[config.mk]
export PLATFORM = sky130hd
export DESIGN_NAME = gpio_port_unit
export DESIGN_NICKNAME = d
export VERILOG_FILES = /design/src/rtl/gpio_port_pkg.sv /design/src/rtl/gpio_sync.sv /design/src/rtl/gpio_fall_det.sv /design/src/rtl/gpio_port_regs.sv /design/src/rtl/gpio_port_unit.sv
export SDC_FILE = /design/constraint.sdc
export NUM_CORES = 1
export LEC_CHECK = 0
export BUFFER_PORTS_ARGS = -buffer_cell sky130_fd_sc_hd__buf_4
export CAP_MARGIN = 5
export CELL_PAD_IN_SITES_DETAIL_PLACEMENT = 0
export CELL_PAD_IN_SITES_GLOBAL_PLACEMENT = 1
export CORE_MARGIN = 3
export CORE_UTILIZATION = 36
export DETAILED_ROUTE_END_ITERATION = 10
export PLACE_DENSITY_LB_ADDON = 0.1
export SETUP_SLACK_MARGIN = 0.15
export SYNTH_ARGS = -nofsm -noshare
export SYNTH_HDL_FRONTEND = slang
export SYNTH_SLANG_ARGS = --single-unit
export TNS_END_PERCENT = 5
[constraint.sdc]
create_clock -name clk_i -period 1.9 [get_ports clk_i]
set_clock_uncertainty 0.2 [all_clocks]
set_input_delay 0.19 -clock clk_i [delete_from_list [all_inputs] [get_ports clk_i]]
set_output_delay 0.19 -clock clk_i [all_outputs]
set_load 0.05 [all_outputs]
[src/rtl/gpio_port_pkg.sv]
package gpio_port_pkg;
  localparam int unsigned DW = 8;
  localparam logic [DW-1:0] ADDR_PA  = 8'h12;
  localparam logic [DW-1:0] ADDR_PB  = 8'h14;
  localparam logic [DW-1:0] ADDR_PBD = 8'h15;
  localparam logic [DW-1:0] ADDR_PC  = 8'h16;
  localparam logic [DW-1:0] ADDR_PCD = 8'h17;
endpackage

[src/rtl/gpio_sync.sv]
module gpio_sync #(
  parameter int unsigned W      = 8,
  parameter int unsigned STAGES = 2
) (
  input  logic         clk_i,
  input  logic         rst_ni,
  input  logic [W-1:0] d_i,
  output logic [W-1:0] q_o
);
  logic [W-1:0] stg [STAGES];

  for (genvar s = 0; s < STAGES; s++) begin : g_stage
    always_ff @(posedge clk_i or negedge rst_ni) begin
      if (!rst_ni) stg[s] <= '1;
      else if (s == 0) stg[s] <= d_i;
      else stg[s] <= stg[(s == 0) ? 0 : s-1];
    end
  end

  assign q_o = stg[STAGES-1];
endmodule

[src/rtl/gpio_fall_det.sv]
module gpio_fall_det #(
  parameter int unsigned W = 8
) (
  input  logic         clk_i,
  input  logic         rst_ni,
  input  logic [W-1:0] d_i,
  output logic [W-1:0] fall_o
);
  logic [W-1:0] prev_q;

  always_ff @(posedge clk_i or negedge rst_ni) begin
    if (!rst_ni) prev_q <= '1;
    else prev_q <= d_i;
  end

  assign fall_o = prev_q & ~d_i;
endmodule

[src/rtl/gpio_port_regs.sv]
module gpio_port_regs #(
  parameter int unsigned LAT_W = 8,
  parameter int unsigned DIR_W = 8
) (
  input  logic             clk_i,
  input  logic             rst_ni,
  input  logic             lat_we_i,
  input  logic [LAT_W-1:0] lat_d_i,
  input  logic             dir_we_i,
  input  logic [DIR_W-1:0] dir_d_i,
  output logic [LAT_W-1:0] lat_o,
  output logic [DIR_W-1:0] dir_o
);
  // all ones at reset: pins float as inputs, latches high
  always_ff @(posedge clk_i or negedge rst_ni) begin
    if (!rst_ni) begin
      lat_o <= '1;
      dir_o <= '1;
    end else begin
      if (lat_we_i) lat_o <= lat_d_i;
      if (dir_we_i) dir_o <= dir_d_i;
    end
  end
endmodule

[src/rtl/gpio_port_unit.sv]
module gpio_port_unit
  import gpio_port_pkg::*;
#(
  parameter int unsigned PA_W        = 8,
  parameter int unsigned PB_W        = 8,
  parameter int unsigned PC_PINS     = 2,
  parameter int unsigned SYNC_STAGES = 2
) (
  input  logic               clk_i,
  input  logic               rst_ni,
  input  logic [DW-1:0]      addr_i,
  input  logic [DW-1:0]      wdata_i,
  input  logic               wr_en_i,
  input  logic               rd_en_i,
  output logic [DW-1:0]      rdata_o,
  input  logic [PA_W-1:0]    pa_pad_i,
  input  logic [PA_W-1:0]    wake_mask_i,
  output logic               wake_o,
  output logic               batt_irq_o,
  input  logic [PB_W-1:0]    pb_pad_i,
  output logic [PB_W-1:0]    pb_data_o,
  output logic [PB_W-1:0]    pb_oe_o,
  input  logic [PC_PINS-1:0] pc_pad_i,
  output logic [PC_PINS-1:0] pc_data_o,
  output logic [PC_PINS-1:0] pc_oe_o,
  output logic               osc_lp_o,
  output logic               lcd_pwr_o
);
  localparam int unsigned PC_LAT_W = PC_PINS + 2;
  localparam int unsigned SYNC_W   = PA_W + PB_W + PC_PINS;
  localparam int unsigned OSC_BIT  = PC_PINS;
  localparam int unsigned LCD_BIT  = PC_PINS + 1;

  logic [SYNC_W-1:0]   sync_q;
  logic [PA_W-1:0]     pa_s, pa_fall;
  logic [PB_W-1:0]     pb_s, pb_lat, pb_dir;
  logic [PC_PINS-1:0]  pc_s, pc_dir;
  logic [PC_LAT_W-1:0] pc_lat;

  gpio_sync #(.W(SYNC_W), .STAGES(SYNC_STAGES)) u_sync (
    .clk_i (clk_i),
    .rst_ni(rst_ni),
    .d_i   ({pc_pad_i, pb_pad_i, pa_pad_i}),
    .q_o   (sync_q)
  );

  assign pa_s = sync_q[PA_W-1:0];
  assign pb_s = sync_q[PA_W +: PB_W];
  assign pc_s = sync_q[PA_W+PB_W +: PC_PINS];

  gpio_fall_det #(.W(PA_W)) u_fall (
    .clk_i (clk_i),
    .rst_ni(rst_ni),
    .d_i   (pa_s),
    .fall_o(pa_fall)
  );

  assign wake_o     = |(pa_fall & wake_mask_i);
  assign batt_irq_o = pa_fall[PA_W-1];

  gpio_port_regs #(.LAT_W(PB_W), .DIR_W(PB_W)) u_pb (
    .clk_i   (clk_i),
    .rst_ni  (rst_ni),
    .lat_we_i(wr_en_i && addr_i == ADDR_PB),
    .lat_d_i (wdata_i[PB_W-1:0]),
    .dir_we_i(wr_en_i && addr_i == ADDR_PBD),
    .dir_d_i (wdata_i[PB_W-1:0]),
    .lat_o   (pb_lat),
    .dir_o   (pb_dir)
  );

  gpio_port_regs #(.LAT_W(PC_LAT_W), .DIR_W(PC_PINS)) u_pc (
    .clk_i   (clk_i),
    .rst_ni  (rst_ni),
    .lat_we_i(wr_en_i && addr_i == ADDR_PC),
    .lat_d_i (wdata_i[PC_LAT_W-1:0]),
    .dir_we_i(wr_en_i && addr_i == ADDR_PCD),
    .dir_d_i (wdata_i[PC_PINS-1:0]),
    .lat_o   (pc_lat),
    .dir_o   (pc_dir)
  );

  assign pb_data_o = pb_lat;
  assign pb_oe_o   = ~pb_dir;
  assign pc_data_o = pc_lat[PC_PINS-1:0];
  assign pc_oe_o   = ~pc_dir;
  assign osc_lp_o  = pc_lat[OSC_BIT];
  assign lcd_pwr_o = pc_lat[LCD_BIT];

  // pin bits read live; internal control bits read their latch
  always_comb begin
    rdata_o = '0;
    if (rd_en_i) begin
      unique case (addr_i)
        ADDR_PA:  rdata_o[PA_W-1:0]    = pa_s;
        ADDR_PB:  rdata_o[PB_W-1:0]    = pb_s;
        ADDR_PBD: rdata_o[PB_W-1:0]    = pb_dir;
        ADDR_PC:  rdata_o[PC_LAT_W-1:0] = {pc_lat[LCD_BIT:OSC_BIT], pc_s};
        ADDR_PCD: rdata_o[PC_PINS-1:0] = pc_dir;
        default:  rdata_o = '0;
      endcase
    end
  end
endmodule

# Word-level counts from Yosys, hierarchy flattened
# Index checks and enable logic that the tools add are counted.
# totals
regBits,66
inputBits,46
out_inout_bits,32
# op_classes
n_eq_ne,5
muxes,4
bitwise_logic,5
n_reduce_logical,5
# ops
operator,count
equality test 8 x 5 -> 1 bit (second input constant),5
AND 8 bit,2
NOT 8 bit,2
one-hot mux 4 bit (3 select lines),1
one-hot mux 2 bit (5 select lines),1
2-to-1 mux 8 bit,1
one-hot mux 2 bit (4 select lines),1
OR reduction 8 bit,1
logical AND 1 bit,4
NOT 2 bit,1

# Depth between registers and ports, before layout
# Gate-level depths: netlist of the first run.
# depth
depth_word,4
ltp_mapped,5

# Hierarchy
# Synthesis of the first run repeated with hierarchy kept, for this count alone.
# unflattened
hier_cells,177
hier_area_um2,2741.4
# modules_own_cells
mod,n_inst,cells_per_inst,area_each_um2,seq_area_each_um2
gpio_sync,1,54,1081.0,945.9
gpio_port_regs (u_pb),1,34,683.2,420.4
gpio_port_unit,1,61,431.7,0.0
gpio_fall_det,1,16,320.3,210.2
gpio_port_regs (u_pc),1,12,225.2,157.7

# Worst setup path after synthesis of the first run
# No wires, ideal clock.
# synth_timing
kind,input port to output port
from,input addr_i[7]
to,output rdata_o[0]
arrival_ps,2256
required_time_ps,1510
slack_ps,-746
stages,5
path_cell_list,or4b_1 buf_2 or3b_2 buf_2 a21oi_1
# synth_between
elab_chain_len,3
word_cells_on_any_way,7
classes_between,eq/ne (5); mux (2)
# synth_lines
item,line_no,source
from (decl),gpio_port_unit.sv:11,"input logic [DW-1:0] addr_i,"
equality test 8 x 5 -> 1 bit,gpio_port_unit.sv:94,unique case (addr_i)
one-hot mux 2 bit (5 select lines) *,gpio_port_unit.sv:94,
2-to-1 mux 8 bit *,gpio_port_unit.sv:93,if (rd_en_i) begin
to (decl),gpio_port_unit.sv:15,"output logic [DW-1:0] rdata_o,"
# Mark *: on every way between the ends. The rest lies on a longest branch, timed or not.

# Worst setup path in the final report of the first run
# layout_timing
from,input addr_i[7]
to,output rdata_o[1]
# The elaborated chain is that of the path after synthesis.

==> key figures, run 1 <==
Outcome
  – Status: finished with violations
  – Failing checks: setup timing

Routing
  – Met1 wire length: 2.32 mm
  – Routed WL per cell: 14.7 um
  – Drc violations: 0
  – Via count: 1662
  – Post-DR vias/cell: 4.58
  – Max Used Layer: met4
  – Drt initial violations: 52
  – Wire length on met2: 2.64 mm
  – Router iterations before antenna repair: 4
  – Final WL: ~5.4 mm
  – Met3 Routed Length: just over 300 um
  – Antenna viol nets, final: 0

Synthesis
  – Leading area contributor after synthesis: dfstp_2
  – Compound-cell area share of the yosys netlist: 0.0351
  – Post-synth design cell area: 0.00249 mm^2
  – Mapped Cells: 161
  – Post-Syn Nets: 207
  – Sequential element share of the synthesized area: 0.695
  – Post-synthesis mux area share: 0.150
  – Synth Warn #: 0
  – Largest cells by area after synthesis: dfstp_2 (70%), mux2_2 (12%), mux2i_1 (3.2%), nor4_4 (2.6%), inv_1 (1.7%)
  – Post-Synth Adder-Cell Area: 0
  – Yosys top cell area share: 0.695
  – Synthesized flop and latch total: 66
  – Largest family of logic cells by synthesized area: multiplexers
  – Post-Syn Area per Cell: around 15 um^2
  – Yosys cell types: 23
  – Xor and xnor area share after synthesis: 0
  – Post-Synth Simple-Gate Area: 0.0948

Min path
  – Hold Path Class: in2async

Setup path
  – Data arrival time of the worst path: 1.66 ns
  – Most frequent CP cell: buf_6
  – Crit-path slowest cell: or3b_4
  – CP Class: in2out
  – CP bufs+invs: 2
  – Critical Path RT: roughly 1.5 ns
  – Critical path's top delay family: simple AND/OR/NAND/NOR gates
  – Worst R2R Setup Slack: 0.95 ns
  – Worst-path maximum fanout: 8
  – Critical Path, Cell by Cell: buf_6 -> or4b_4 -> or3b_4 -> a21oi_4 -> buf_6
  – Worst setup EP type: output pin
  – Largest stage delay on the critical path: 0.53 ns
  – CP startpoint kind: input pin

Placement
  – Post-DP HPWL: 3.81 mm
  – Placed Cells: 320
  – Pre-CTS WS: -0.206 ns
  – Final RePlAce weighted congestion: 0.703
  – I/O Buffers: a little under 80

Clocking
  – Clock Tree Root: clkbuf_8
  – Clock Latency Late Sink: 0.33 ns
  – CTS buffer count: 9
  – Clock buffer depth: 2
  – Htree depth: 3
  – Clk slew on worst S/H paths: 0.07 ns
  – Clk sinks: between 60 and 70
  – CTS tree: built

Cells and area
  – Diode count: 0
  – Layout Cells excl Fill: 363
  – NumNets Final: 327
  – Layout cells sized above 1: 0.734
  – Area of the multi-input gates: approximately 780 um^2
  – Fillers: ~540
  – Area growth, synth to finish: 53.9%
  – Seq. cell area: 0.00173 mm^2

Floorplan
  – Core Area: 0.00653 mm^2
  – Initial Util: 0.382
  – Die Area: roughly 0.0080 mm^2
  – Chip Width: 89.2 um
  – Height of the die: 89.2 um
  – I/O pins: just under 80
  – Placement Rows: 29

GRT
  – Initial antenna violation count: 0
  – Vias in the first global route: around 1800
  – Pin count of the biggest net entering global routing: 67
  – Global Route Usage Sum: 0.150
  – Global-route wire length before repair: 8.69 mm
  – Total gr overflow: 0

Power and ir drop
  – Int Pwr: 2.47 mW
  – Sequential Power Share: 0.478
  – Clock power share: 0.398
  – Peak supply drop: 635 uV
  – Leak pwr: 1.63 nW
  – Switching fraction of total power: 0.244
  – NetSw: 0.799 mW
  – Gate power share: 0.124
  – PwrDens: 852 mW/mm^2

STA
  – Final Hold Fails: 0
  – Max Slew Vio Count: 0
  – F_max: roughly 490 MHz
  – Worst slew pin tran: 0.777 ns
  – Tmin final: 2.05 ns
  – Slew HR: 0.482
  – Fin crit share: 1.08
  – Final setup vio count: 9
  – Crit path setup slack, layout: -0.151 ns
  – Unrepaired setup endpoints after global routing: yes

Flow run
  – Maxcap violations: 0
==> Yosys cell counts <==
library cell and instances:
dfstp_2 66, mux2_2 26, inv_1 11, mux2i_1 8
nor2_1 6, nand2_1 5, nand3b_1 5, a22oi_1 4
o22a_1 4, clkbuf_1 3, nand2b_1 3, nand4_1 3
nor4_4 3, a21oi_1 2, buf_2 2, nor2b_1 2
o22ai_1 2, nand3_1 1, nor3b_1 1, nor4_1 1
or3_1 1, or3b_2 1, or4b_1 1
==> layer usage <==
| metal | global-route usage | vias up |
|---|---|---|
| li1 | - | 801 |
| met1 | 0.186 | 807 |
| met2 | 0.238 | 47 |
| met3 | 0.0608 | 7 |
| met4 | 0.0501 | 0 |
| met5 | 0 | - |
==> power groups by stage <==
stage | Sequential, mW | Clock (mW) | Combinational, mW
global placement | 1.59 | 0 | 0.358
global route | 1.57 | 1.41 | 0.436
CTS | 1.57 | 1.35 | 0.407
finish | 1.56 | 1.30 | 0.405
floorplan | 1.62 | 0 | 0.146
detailed placement | 1.59 | 0 | 0.358
==> metrics by stage <==
stage	hold WS [ns]	utilization	power, mW	instance area, um^2	TNS [ns]
after global routing	0.155	0.588	3.42	3840	-1.47
after detailed placement	0.0993	0.505	1.95	3300	-4.88
final	0.116	0.588	3.27	3840	-1.10
after global placement	0.0981	0.505	1.94	3300	-4.59
after floorplan	-0.158	-	1.77	2590	-1.70
after CTS	0.155	0.586	3.32	3830	-1.38
==> final cells by class <==
type | count | area share
flip-flops and latches | 66 | 0.452
repair buffers | 114 | 0.252
multi-input cells | 79 | 0.202
clock buffers | 9 | 0.0323
clock inverters | 7 | 0.0261
well taps | 77 | 0.0251
inverters | 11 | 0.0108
==> layout by cell type, fill, tap and decap left out, drive strengths merged <==
master	synthesis	routed
dfstp	66	66
clkinv	0	3
nor2b	2	2
nor4	4	4
nand3	1	1
o22ai	2	2
nor3b	1	1
or4b	1	1
mux2i	8	8
a22oi	4	4
buf	2	88
nor2	6	6
clkbuf	3	9
nand2	5	5
o22a	4	4
nand4	3	3
inv	11	13
nand3b	5	5
nand2b	3	3
dlygate4sd3	0	26
or3	1	1
mux2	26	26
a21oi	2	2
bufinv	0	2
or3b	1	1
==> logic make-up (layout without fill, tap and decap cells) <==
kind of cell	after synthesis	after routing
buffers and inverters	16	141
AO/OA/AOI/OAI	12	12
multiplexers	34	34
flip-flops	66	66
AND/OR/NAND/NOR	33	33
==> flip-flops by register name, summed over array words and instances (netlist names) <==
signal / flops
u_fall.prev_q: 8
u_pc.dir_o: 2
u_pc.lat_o: 4
u_sync.q_o: 18
u_pb.dir_o: 8
u_sync.stg: 18
u_pb.lat_o: 8
==> path summary, 6_finish.rpt <==
kind | start | end | cells past startpoint
worst max-delay path | addr_i[7] | rdata_o[1] | 5
worst min-delay path | rst_ni | u_pb.lat_o[0] | 1
worst max register to register | u_pb.dir_o[4] | u_pb.dir_o[4] | 1
worst min register to register | u_sync.stg[29] | u_sync.q_o[11] | 0
max in group asynchronous | rst_ni | u_pb.dir_o[1] | 1
min in group clk_i | u_sync.stg[29] | u_sync.q_o[11] | 0
==> timing repair <==
| item | CTS | global route |
|---|---|---|
| endpoints found under the hold margin | 40 | 0 |
| buffers inserted | 1 | 0 |
| cloned | 0 | 0 |
| hold buffers | 26 | 0 |
| endpoints found under the setup margin | 9 | 9 |
| gates resized for setup | 11 | 2 |
| pin swaps | 7 | 2 |
No activity file was read; power rests on OpenSTA's default activity.
==> run 2: changes to the inputs <==
ABC_AREA = 1   (was default)
CORE_UTILIZATION = 37   (was 36)
CTS_BUF_LIST = sky130_fd_sc_hd__clkbuf_4   (was default)
==> run 2 against run 1 <==
Against the previous run:
- the flow still finishes with violations (setup timing)
- highest routed layer unchanged
- non-clock buffer count fell by 1
- critical path type is now reg2out
- global-route usage up 0.39 points
- critical path depth up 1
- core utilization shrank 2.4 points
- via count rose by 19%
- synthesized cell count up 48%
- maximum frequency is 5.0% higher
==> key figures, run 2 <==
Routing
  – Drc violations: 0 (unchanged)
  – Final WL: 5.71 mm (+6.7%)
  – Wire length on met2: 2.95 mm (+12%)
  – Drt initial violations: 93 (+79%)
  – Met3 Routed Length: 270 um (-13%)
  – Antenna viol nets, final: 0 (unchanged)
  – Router iterations before antenna repair: 4 (unchanged)
  – Met1 wire length: 2.45 mm (+5.4%)
  – Routed WL per cell: 12.4 um (-16%)
  – Max Used Layer: met4
  – Via count: 1985 (+19%)
  – Post-DR vias/cell: 4.32 (-5.5%)

Placement
  – Placed Cells: 410 (+28%)
  – Final RePlAce weighted congestion: 0.772 (+9.8%)
  – I/O Buffers: 77 (unchanged)
  – Post-DP HPWL: 4.32 mm (+13%)

Clocking
  – Htree depth: 3 (unchanged)
  – Clock buffer depth: 2 (unchanged)
  – Clk sinks: 66 (unchanged)
  – Clk slew on worst S/H paths: 0.13 ns (+0.06 ns)
  – Clock Latency Late Sink: 0.41 ns (+0.08 ns)
  – CTS buffer count: 9 (unchanged)
  – CTS tree: built
  – Clock Tree Root: clkbuf_4

Power and ir drop
  – Leak pwr: 1.83 nW (+13%)
  – Sequential Power Share: 0.526 (+0.048)
  – Clock power share: 0.323 (-0.075)
  – Int Pwr: 2.16 mW (-13%)
  – Switching fraction of total power: 0.282 (+0.0379)
  – PwrDens: 781 mW/mm^2 (-8.4%)
  – NetSw: 0.849 mW (+6.2%)
  – Peak supply drop: 526 uV (-17%)
  – Gate power share: 0.151 (+0.027)

Setup path
  – Worst-path maximum fanout: 2 (-6)
  – Worst setup EP type: output pin
  – Data arrival time of the worst path: 1.56 ns (-0.10 ns)
  – Worst R2R Setup Slack: 0.43 ns (-0.52 ns)
  – Critical Path RT: 1.51 ns (about the same)
  – CP startpoint kind: flip-flop
  – CP Class: reg2out

Floorplan
  – Chip Width: 90.2 um (+1.1%)
  – Die Area: 0.00814 mm^2 (+2.3%)
  – Placement Rows: 30 (+3.4%)
  – Initial Util: 0.384 (+0.00245)
  – Height of the die: 90.2 um (+1.1%)
  – Core Area: 0.00683 mm^2 (+4.6%)
  – I/O pins: 78 (unchanged)

GRT
  – Global-route wire length before repair: 9.83 mm (+13%)
  – Pin count of the biggest net entering global routing: 39 (-42%)
  – Total gr overflow: 0 (unchanged)
  – Vias in the first global route: 2043 (+16%)
  – Global Route Usage Sum: 0.154 (+0.00394)
  – Initial antenna violation count: 0 (unchanged)

Cells and area
  – Fin util: 0.563 (-0.0242)
  – NumNets Final: 404 (+24%)
  – Seq. cell area: 0.00173 mm^2 (unchanged)
  – Area of the multi-input gates: 733 um^2 (-5.5%)
  – Commonest non-fill, non-tap cell in the layout: buf_4
  – Layout cells sized above 1: 0.534 (-0.200)
  – Commonest non-fill, non-tap cells in the layout: buf_4 (73), dfstp_2 (66), nand2_1 (43)
  – Layout Cells excl Fill: 459 (+26%)
  – Diode count: 0 (unchanged)
  – Fillers: 650 (+20%)
  – Area growth, synth to finish: 46.6%

Synthesis
  – Yosys cell types: 22 (-4.3%)
  – Sequential element share of the synthesized area: 0.661 (-0.0348)
  – Async SR Flop Fraction: 1.00 (unchanged)
  – Post-synth design cell area: 0.00263 mm^2 (+5.3%)
  – Count leader, synth: dfstp_2
  – Yosys top cell area share: 0.661 (-0.0348)
  – Leading area contributor after synthesis: dfstp_2
  – Post-Syn Nets: 285 (+38%)
  – Mapped Cells: 239 (+48%)
  – Largest cells by area after synthesis: dfstp_2 (66%), nand2_1 (6.1%), nand3_1 (5.5%), inv_1 (4.6%), o21ai_0 (2.5%)
  – Post-Syn Area per Cell: 11.0 um^2 (-29%)
  – Synth Warn #: 0 (unchanged)
  – Top cells by count, synth: dfstp_2 (66), nand2_1 (43), inv_1 (32)
  – EDFF count, synth: 0 (unchanged)
  – Main flop type after synthesis: dfstp_2
  – Synthesized flop and latch total: 66 (unchanged)

Flow run
  – Maxcap violations: 0 (unchanged)

STA
  – Slew HR: 0.747 (+0.266)
  – Worst slew pin tran: 0.379 ns (-0.398 ns)
  – Fin crit share: 1.03 (-0.0512)
  – Crit path setup slack, layout: -0.0542 ns (+0.0973 ns)
  – Tmin final: 1.95 ns (-0.0973 ns)
  – Final Hold Fails: 0 (unchanged)
  – Unrepaired setup endpoints after global routing: yes
  – Max Slew Vio Count: 0 (unchanged)
  – Final setup vio count: 5 (-4)
  – F_max: 512 MHz (+5.0%)

Outcome
  – Failing checks: setup timing
  – Status: finished with violations

Min path
  – Hold Path Class: in2reg
## run 2: cell count changes after synthesis, sizes merged, moves of 4 or more
cell | previous run | this run
a22oi | 4 | 0
inv | 11 | 34
mux2 | 26 | 0
mux2i | 8 | 0
nand2 | 5 | 48
nand3 | 1 | 30
nand3b | 5 | 1
nor2 | 6 | 20
nor4 | 4 | 0
o21a | 0 | 4
o21ai | 0 | 26
o22a | 4 | 0
## run 2: stage by stage
step	area, um^2	setup WS [ns]	TNS (ns)	hold WS [ns]	total power, mW
finish	3850	-0.0542	-0.146	0.00251	3.01
global route	3850	-0.162	-0.854	0.0116	3.16
CTS	3820	-0.107	-0.237	0.0996	3.05
detailed placement	3320	0.165	0	0.0993	2.01
global placement	3320	0.167	0	0.0982	2.00
floorplan	2640	-0.0239	-0.0454	-0.158	1.81
## run 2: logic make-up (layout without fill, tap and decap cells)
| family | Yosys count | after routing | synth area share |
|---|---|---|---|
| simple gates | 102 | 102 | 0.200 |
| flops | 66 | 66 | 0.661 |
| buf+inv | 39 | 163 | 0.0701 |
| compound gates | 32 | 32 | 0.0691 |
## run 2: path summary, 6_finish.rpt
path,to,start,cells after the start
setup reg to reg,u_pb.lat_o[4],u_pb.lat_o[4],3
hold reg to reg,u_sync.q_o[7],u_sync.stg[25],0
max in group asynchronous,u_sync.q_o[14],rst_ni,3
min in group asynchronous,u_sync.q_o[6],rst_ni,2
hold / removal,u_pc.dir_o[1],wr_en_i,4
setup / recovery,wake_o,u_sync.q_o[7],6
## run 2: area by class of cell
class | count | area share
Multi-Input combinational cell | 134 | 0.191
Clock inverter | 7 | 0.0215
Inverter | 34 | 0.0332
Timing Repair Buffer | 113 | 0.256
Sequential cell | 66 | 0.451
Tap cell | 96 | 0.0312
Clock buffer | 9 | 0.0176
## run 2: worst max-delay path, cell delays in order, from the launching register on
cell and delay [ns]:
dfstp_2 0.56, nor2_2 0.04, nand2_1 0.04, nand2_1 0.05
a31oi_1 0.17, nand3_1 0.12, buf_6 0.17
## run 2: layer usage
layer	vias to the layer above	GRT usage
met5	-	0
met4	0	0.0497
met3	5	0.0536
met2	45	0.255
met1	933	0.187
li1	1002	-
## run 2: power groups by stage
stage          clock, mW  sequential [mW]  combinational [mW]
2_1_floorplan          0             1.65               0.159
3_3_place_gp           0             1.60               0.400
3_5_place_dp           0             1.61               0.401
4_1_cts             1.01             1.58               0.456
5_1_grt             1.07             1.59               0.490
6_report           0.971             1.58               0.454
## run 2: what timing repair did
item,4_1_cts,5_1_grt
buffers inserted,1,2
pin swaps,6,6
gates resized for setup,13,7
endpoints found under the hold margin,68,0
hold buffers,30,0
endpoints found under the setup margin,9,10
